**src/rtl/man_enc_pkg.sv**
```systemverilog
package man_enc_pkg;
   // half-bits at each level in the command sync
   localparam int SYNC_HALVES = 3;
   localparam int SYNC_TOTAL  = 2 * SYNC_HALVES;
   localparam int IDX_W       = $clog2(SYNC_TOTAL);
endpackage

```
**src/rtl/man_enc_timer.sv**
```systemverilog
module man_enc_timer #(
   parameter int HALF_CYC = 2
) (
   input  logic clk,
   input  logic rst_n,
   input  logic clear,
   output logic half_end
);
   localparam int CNT_W = (HALF_CYC > 1) ? $clog2(HALF_CYC) : 1;

   if (HALF_CYC < 1) begin : g_bad_cfg
      $error("HALF_CYC must be at least 1");
   end

   if (HALF_CYC == 1) begin : g_direct
      assign half_end = ~clear;
   end else begin : g_count
      localparam logic [CNT_W-1:0] LAST = CNT_W'(HALF_CYC - 1);
      logic [CNT_W-1:0] sub_q;
      always_ff @(posedge clk) begin
         if (!rst_n || clear) sub_q <= '0;
         else if (sub_q == LAST) sub_q <= '0;
         else sub_q <= sub_q + 1'b1;
      end
      assign half_end = (sub_q == LAST) && !clear;

      p_sub_range_r6: assert property (@(posedge clk) disable iff (!rst_n)
         sub_q <= LAST);
   end
endmodule

```
**src/rtl/man_enc_seq.sv**
```systemverilog
module man_enc_seq
   import man_enc_pkg::*;
(
   input  logic             clk,
   input  logic             rst_n,
   input  logic             rep_mode,
   input  logic             cts,
   input  logic             nrz_in,
   input  logic             half_end,
   output logic             active,
   output logic             in_sync,
   output logic [IDX_W-1:0] half_idx,
   output logic             cur_bit
);
   localparam logic [IDX_W-1:0] SYNC_LAST = IDX_W'(SYNC_TOTAL - 1);
   localparam logic [IDX_W-1:0] DATA_LAST = IDX_W'(1);

   logic cts_q;
   logic nxt_bit;
   logic last_half;

   assign last_half = in_sync ? (half_idx == SYNC_LAST) : (half_idx == DATA_LAST);

   always_ff @(posedge clk) begin
      if (!rst_n) begin
         cts_q    <= 1'b0;
         active   <= 1'b0;
         in_sync  <= 1'b0;
         half_idx <= '0;
         cur_bit  <= 1'b0;
         nxt_bit  <= 1'b0;
      end else begin
         cts_q <= cts;
         if (cts) begin
            active <= 1'b0;
         end else if (!active) begin
            if (rep_mode) begin
               active   <= 1'b1;
               in_sync  <= 1'b0;
               half_idx <= '0;
               cur_bit  <= nrz_in;
            end else if (cts_q) begin
               active   <= 1'b1;
               in_sync  <= 1'b1;
               half_idx <= '0;
            end
         end else if (half_end) begin
            if (!half_idx[0]) nxt_bit <= nrz_in;
            if (last_half) begin
               half_idx <= '0;
               in_sync  <= 1'b0;
               cur_bit  <= nxt_bit;
            end else begin
               half_idx <= half_idx + 1'b1;
            end
         end
      end
   end

   p_sync_idx_r3: assert property (@(posedge clk) disable iff (!rst_n)
      in_sync |-> (half_idx <= SYNC_LAST));
   p_data_idx_r4: assert property (@(posedge clk) disable iff (!rst_n)
      (active && !in_sync) |-> (half_idx <= DATA_LAST));
   p_sync_conv_only_r8: assert property (@(posedge clk) disable iff (!rst_n)
      $rose(in_sync) |-> !$past(rep_mode));
endmodule

```
**src/rtl/man_enc_out.sv**
```systemverilog
module man_enc_out
   import man_enc_pkg::*;
(
   input  logic             cts,
   input  logic             active,
   input  logic             in_sync,
   input  logic [IDX_W-1:0] half_idx,
   input  logic             cur_bit,
   output logic             enc_clk,
   output logic             bip_one,
   output logic             bip_zero
);
   logic tx_on;
   logic line_bit;

   assign tx_on = active & ~cts;

   always_comb begin
      if (in_sync) line_bit = (half_idx < IDX_W'(SYNC_HALVES));
      else         line_bit = half_idx[0] ? ~cur_bit : cur_bit;
   end

   assign bip_one  = tx_on ? line_bit  : 1'b1;
   assign bip_zero = tx_on ? ~line_bit : 1'b1;
   assign enc_clk  = tx_on & ~half_idx[0];
endmodule

```
**src/rtl/manchester_tx.sv**
```systemverilog
module manchester_tx
   import man_enc_pkg::*;
#(
   parameter int HALF_CYC = 2
) (
   input  logic clk,
   input  logic rst_n,
   input  logic rep_mode,
   input  logic cts,
   input  logic nrz_in,
   output logic enc_clk,
   output logic bip_one,
   output logic bip_zero
);
   logic             half_end;
   logic             active;
   logic             in_sync;
   logic [IDX_W-1:0] half_idx;
   logic             cur_bit;

   man_enc_timer #(.HALF_CYC(HALF_CYC)) i_timer (
      .clk      (clk),
      .rst_n    (rst_n),
      .clear    (~active),
      .half_end (half_end)
   );

   man_enc_seq i_seq (
      .clk      (clk),
      .rst_n    (rst_n),
      .rep_mode (rep_mode),
      .cts      (cts),
      .nrz_in   (nrz_in),
      .half_end (half_end),
      .active   (active),
      .in_sync  (in_sync),
      .half_idx (half_idx),
      .cur_bit  (cur_bit)
   );

   man_enc_out i_out (
      .cts      (cts),
      .active   (active),
      .in_sync  (in_sync),
      .half_idx (half_idx),
      .cur_bit  (cur_bit),
      .enc_clk  (enc_clk),
      .bip_one  (bip_one),
      .bip_zero (bip_zero)
   );

   p_idle_cts_r1: assert property (@(posedge clk) disable iff (!rst_n)
      cts |-> (bip_one && bip_zero && !enc_clk));
   p_pair_r7: assert property (@(posedge clk) disable iff (!rst_n)
      enc_clk |-> (bip_one != bip_zero));
endmodule

```
**config.mk**
```make
export PLATFORM = sky130hd
export DESIGN_NAME = manchester_tx
export DESIGN_NICKNAME = d
export VERILOG_FILES = /design/src/rtl/man_enc_pkg.sv /design/src/rtl/man_enc_timer.sv /design/src/rtl/man_enc_seq.sv /design/src/rtl/man_enc_out.sv /design/src/rtl/manchester_tx.sv
export SDC_FILE = /design/constraint.sdc
export NUM_CORES = 1
export LEC_CHECK = 0
export CORE_AREA = 4 4 41 43
export DETAILED_ROUTE_END_ITERATION = 7
export DIE_AREA = 0 0 45 47
export GPL_ROUTABILITY_DRIVEN = 0
export PLACE_DENSITY = 0.72
export SYNTH_ARGS = -nofsm -noshare
export SYNTH_HDL_FRONTEND = slang
export SYNTH_HIERARCHICAL = 1
export SYNTH_SLANG_ARGS = --single-unit
export TNS_END_PERCENT = 30
```
**constraint.sdc**
```tcl
create_clock -name clk -period 1.8 [get_ports clk]
set_clock_uncertainty 0.05 [all_clocks]
set_input_delay 0.36 -clock clk [delete_from_list [all_inputs] [get_ports clk]]
set_output_delay 0.36 -clock clk [all_outputs]
set_load 0.03 [all_outputs]
```
# After elaboration in Yosys (flattened, before gate mapping)
# Cells that the tools add are included.
[word_totals]
register_bits = 9
latchBits = 0
mem_bits_rw = 0
rom_bits = 0
inputBits = 5
output_inout_bits = 3
wordCells = 55
mem_count = 0
[classes]
addsub = 2
mul = 0
div_mod_pow = 0
n_lt_le_gt_ge = 1
eq_ne = 4
shift = 0
muxes = 22
bitwise = 8
n_reduce_logical = 11
[ops]
columns = ["operator", "n"]
rows = [
  ["$mux 1", 17],
  ["$mux 3", 5],
  ["$reduce_and 4->1", 3],
  ["$not 1->1", 6],
  ["$ne 2x2->1 const B", 2],
  ["$reduce_or 2->1", 2],
  ["$add 3x1->3 const B", 1],
  ["$eq 3x1->1 const B", 1],
  ["$eq 3x3->1 const B", 1],
  ["$lt 3x2->1 const B", 1],
  ["$reduce_and 3->1", 1],
  ["$reduce_bool 3->1", 1],
  ["$and 1x1->1", 2],
  ["$reduce_bool 2->1", 1],
  ["$add 1x1->1 const B", 1],
  ["$logic_and 1x1->1", 1],
  ["$logic_not 1->1", 1],
  ["$logic_or 1x1->1", 1],
]

# Depth between registers and ports, before layout
# Gate-level depths: netlist of run 1.
[depth]
ltp_word = 5
mapped_depth = 5

# Hierarchy
# The synthesis of run 1 kept the hierarchy.
[by_module_without_submodules]
columns = ["mod", "instances", "cells_each", "area_per_inst_um2", "seq_area_each_um2"]
rows = [
  ["man_enc_seq", 1, 48, 430.4, 160.2],
  ["man_enc_out", 1, 7, 56.3, 0.0],
  ["man_enc_timer", 1, 3, 38.8, 20.0],
  ["manchester_tx", 1, 1, 3.8, 0.0],
]

# Worst setup path after synthesis of run 1
# OpenSTA, ideal clock, no wires.
[synth_path]
path_kind = "register to output"
start = "reg i_seq.in_sync"
end = "out bip_one"
arrival_ns = 1.245
required_ns = 1.390
path_slack_ns = 0.145
path_stages_with_launch = 4
n_path_buf = 0
cell_sequence = "dfxtp_1 -> mux2_1 -> a221o_1 -> nand2_1"
[synth_via]
elab_chain_cells = 2
[synth_lines]
columns = ["item", "line", "text"]
rows = [
  ["from (decl)", "man_enc_seq.sv:11", "output logic in_sync,"],
  ["from (signal assigned)", "man_enc_seq.sv:28", "in_sync <= 1'b0;"],
  ["from (signal assigned)", "man_enc_seq.sv:39", "in_sync <= 1'b0;"],
  ["from (signal assigned)", "man_enc_seq.sv:44", "in_sync <= 1'b1;"],
  ["$mux 1", "man_enc_out.sv:19", "if (in_sync) line_bit = (half_idx < IDX_W'(SYNC_HALVES));"],
  ["$mux 1", "man_enc_out.sv:23", "assign bip_one = tx_on ? line_bit : 1'b1;"],
  ["to (decl)", "manchester_tx.sv:12", "output logic bip_one,"],
]
# Every way passes these cells.

# Worst setup path after layout of run 1
[layout_path]
start = "reg i_seq.in_sync"
end = "out bip_zero"
[layout_via]
elab_chain_cells = 3
[layout_lines]
columns = ["item", "line", "text"]
rows = [
  ["$mux 1", "man_enc_out.sv:19", ""],
  ["$not 1->1", "man_enc_out.sv:24", "assign bip_zero = tx_on ? ~line_bit : 1'b1;"],
  ["$mux 1", "man_enc_out.sv:24", ""],
  ["to (decl)", "manchester_tx.sv:13", "output logic bip_zero"],
]
# Every way passes these cells.

==> key figures, run 1 <==
Die
  • Die width: roughly 45 um
  • Initial core utilization: 40.7%
  • I/O pin count: 8
  • Die H: roughly 47 um
  • FP Rows: 13
  • Core Area: 1300 sq um
  • Die area: about 2100 sq um

Worst setup path
  • Worst path required time: approximately 1.4 ns
  • CP Buf/Inv Count: 1
  • WP depth: 4
  • FF-to-FF setup slack: around 0.26 ns
  • CP startpoint kind: flop
  • Crit Reg-Reg Endpoint: i_seq/half_idx[2]
  • Slowest cell delay on critical path: 0.33 ns
  • Critical path arrival: 1.47 ns
  • Critical Path Source: i_seq/in_sync
  • Worst setup EP type: output pin
  • Crit-path slowest cell: dfxtp_2
  • Critical Path End: bip_zero
  • RR Startpoint: i_seq/half_idx[0]
  • Crit-path leading delay family: flip-flops
  • Reg2reg path depth: 4
  • CP Max Fanout: 2
  • Worst-path cell chain: mux2_4, a221o_1, nand2b_4, buf_6
  • Crit Path Class: reg2out

Global route
  • Largest net degree at the start of global routing: 13
  • First-pass GRT wire length: approximately 1800 um
  • Grt total ovfl: 0
  • Vias in the first global route: approximately 430
  • Initial antenna violation count: 0
  • Global Route Usage Sum: a little under an eighth

Synth
  • Post-synthesis register bit count: 9
  • Post-Synthesis Cells: 59
  • Netlist Area Pre-Place: roughly 530 sq um
  • Synth top area share: 34.0%
  • Post-synthesis sequential area ratio: between 30% and 40%
  • Cell type with the largest total area after synthesis: dfxtp_1
  • Synth top area cells: dfxtp_1 34%, nor2b_1 5.9%, ha_1 4.7%
  • Syn Nets: 66
  • Synth Warn #: 6
  • Yosys cell types: 29
  • Syn_area_per_cell: ~9 sq um

Power and ir drop
  • LEAKAGE: between 0.2 and 0.3 nW
  • Internal power: roughly 0.32 mW
  • Logic pwr share: ~14%
  • Max VDD drop: 0.000420 V
  • Seq pwr share: 49.9%
  • Sw Share: about a quarter
  • PD cells: ~630 nW/um^2
  • Clock power share: about 36%
  • P_sw: about 0.1 mW

Placed design
  • IO Port Bufs: 7
  • Post-DP HPWL: 731 um
  • Placed inst area: between 600 and 700 sq um

Clock network
  • Clock latency on the worst-skew pair: between 0.2 and 0.3 ns
  • CTS tree: yes
  • CTS Sinks: 9
  • H-tree levels: 1
  • Max Buffers Root-to-Sink: 2
  • Post-CTS Hold Fix Bufs: 0
  • CTS Buf Count: 3
  • Worst-path clk slew: roughly 0.060 ns
  • Root buf cell: clkbuf_4

STA
  • Period utilization: 105%
  • Hold Vio Cnt, Final: 0
  • Setup TNS: -0.0987 ns
  • Worst slew pin tran: between 0.4 and 0.5 ns
  • Final setup fails: 2
  • Fin crit period: 1.88 ns
  • Achievable frequency: 531 MHz
  • Worst slew margin: 72.1%
  • Pins Over Slew Limit: 0
  • RSZ-0062 raised after global routing: yes
  • Setup WS post-layout: -0.0825 ns

Status
  • Outcome: finished, violations left
  • Failing checks: setup timing

Drt
  • Via count: 464
  • Vias/cell: roughly 5.4
  • Final WL: between 1000 and 1500 um
  • Wire per inst: ~12 um
  • DRC: 0
  • Pre-antenna DRT Iters: 4
  • ANT nets after route: 0
  • 1st-iter DRT viols: 20

Finish
  • Diode count: 0
  • Layout cells sized above 1: a little under a quarter
  • Fillers: about 120
  • Synth-to-Final Area Change: 25.5%
  • Finished Cell Area: about 660 sq um
  • Final nets: a little under 80
  • Most frequent cells in the layout: 6 x nand2_1, 6 x dfxtp_1, 5 x inv_1

Min path
  • Hold/Removal Path Class: in2reg

Job
  • MaxCap Viol Count: 0
-- Yosys cell counts --
cell type and instances:
o211a_1 1, a221o_1 1, a21oi_1 1, clkbuf_1 1, nand2_1 6, mux2_1 1
o22ai_1 2, nand3b_1 3, buf_6 1, dfxtp_1 9, o31a_1 1, or2b_1 1
and2_1 1, nor4b_1 1, ha_1 2, o211ai_1 1, a2111oi_0 1, mux2i_1 2
inv_1 5, o2111ai_1 1, nor3_1 4, or3b_1 1, nor3b_2 1, nand2b_1 1
xor2_1 1, nand2b_4 1, o21ai_0 2, nor2b_1 5, and3b_1 1
-- per-stage QoR --
| stage | hold WS (ns) | util (%) | power [mW] | setup WS [ns] | std cells |
|---|---|---|---|---|---|
| 3_5_place_dp | 0.370 | 47.5 | 0.270 | 0.0165 | 82 |
| 6_report | 0.363 | 51.1 | 0.422 | -0.0825 | 86 |
| 2_1_floorplan | 0.353 | - | 0.249 | 0.145 | 59 |
| 5_1_grt | 0.396 | 51.1 | 0.445 | -0.133 | 86 |
| 4_1_cts | 0.378 | 50.6 | 0.426 | -0.117 | 86 |
| 3_3_place_gp | 0.362 | 47.5 | 0.270 | 0.0111 | 82 |
-- worst min-delay path by stage --
stage	slack (ns)	cells past startpoint	endpoint	start
final	0.36	2	i_seq/active	cts
after global routing	0.40	2	i_seq/active	cts
after CTS	0.38	1	i_timer/g_count.sub_q	i_timer/g_count.sub_q
after detailed placement	0.37	1	i_timer/g_count.sub_q	i_timer/g_count.sub_q
after global placement	0.36	1	i_timer/g_count.sub_q	i_timer/g_count.sub_q
after floorplan	0.35	1	i_timer/g_count.sub_q	i_timer/g_count.sub_q
-- registers in the layout (all words and copies together) (netlist names) --
signal and count:
i_seq/in_sync 1, i_seq/nxt_bit 1, i_seq/half_idx 3, i_timer/g_count.sub_q 1, i_seq/cur_bit 1, i_seq/cts_q 1
i_seq/active 1
-- area by class of cell --
type / instances / area (sq um) / share of cell area (%)
multi-input cells: 43 / 322 / 48.4
flip-flops and latches: 9 / 184 / 27.7
clock buffers: 4 / 26.3 / 3.95
repair buffers: 10 / 95.1 / 14.3
well taps: 15 / 18.8 / 2.82
inverters: 5 / 18.8 / 2.82
-- power groups by stage --
stage                     clock [mW]  combinational, mW  sequential (mW)
after floorplan                    0             0.0376            0.212
after global placement             0             0.0559            0.214
after detailed placement           0             0.0558            0.214
after CTS                      0.158             0.0580            0.210
after global routing           0.169             0.0643            0.211
final                          0.152             0.0588            0.210
-- what timing repair did --
| item | CTS | global route |
|---|---|---|
| setup endpoints to repair | 2 | 3 |
| buffers inserted | 0 | 0 |
| gates resized for setup | 5 | 3 |
| pin swaps | 1 | 1 |
-- worst reg2reg max path: stages, from the launching register on --
cell	delay [ns]
dfxtp_1	0.50
ha_1	0.23
nand2_1	0.05
a2111oi_0	0.43
o22ai_1	0.14
-- layer usage --
layer | vias up | wire (um) | part of all wire [%] | track usage [%]
li1 | 236 | - | - | -
met1 | 212 | 469 | 46 | 14.3
met2 | 16 | 456 | 45 | 18.4
met3 | 0 | 91 | 8.9 | 6.13
met4 | 0 | 0 | 0 | 3.51
met5 | - | 0 | 0 | 0
-- cells by family after synthesis --
group           after synthesis  synth area share, %
mux                           3                 5.91
fa+ha+maj                     2                 4.73
flops                         9                 34.0
compound gates               11                 15.4
xor+xnor                      1                 1.66
buf+inv                       7                 6.38
simple gates                 26                 31.9
(Power assumes the default switching activity.)
==> run 2, diff against run 1 <==
--- a/config.mk
+++ b/config.mk
@@ -8,7 +8,6 @@
 export CORE_AREA = 4 4 41 43
 export DETAILED_ROUTE_END_ITERATION = 7
 export DIE_AREA = 0 0 45 47
-export GPL_ROUTABILITY_DRIVEN = 0
 export PLACE_DENSITY = 0.72
 export SYNTH_ARGS = -nofsm -noshare
 export SYNTH_HDL_FRONTEND = slang
==> results of run 2 <==
No change in the layout: final DEF, timing and power equal those of run 1.
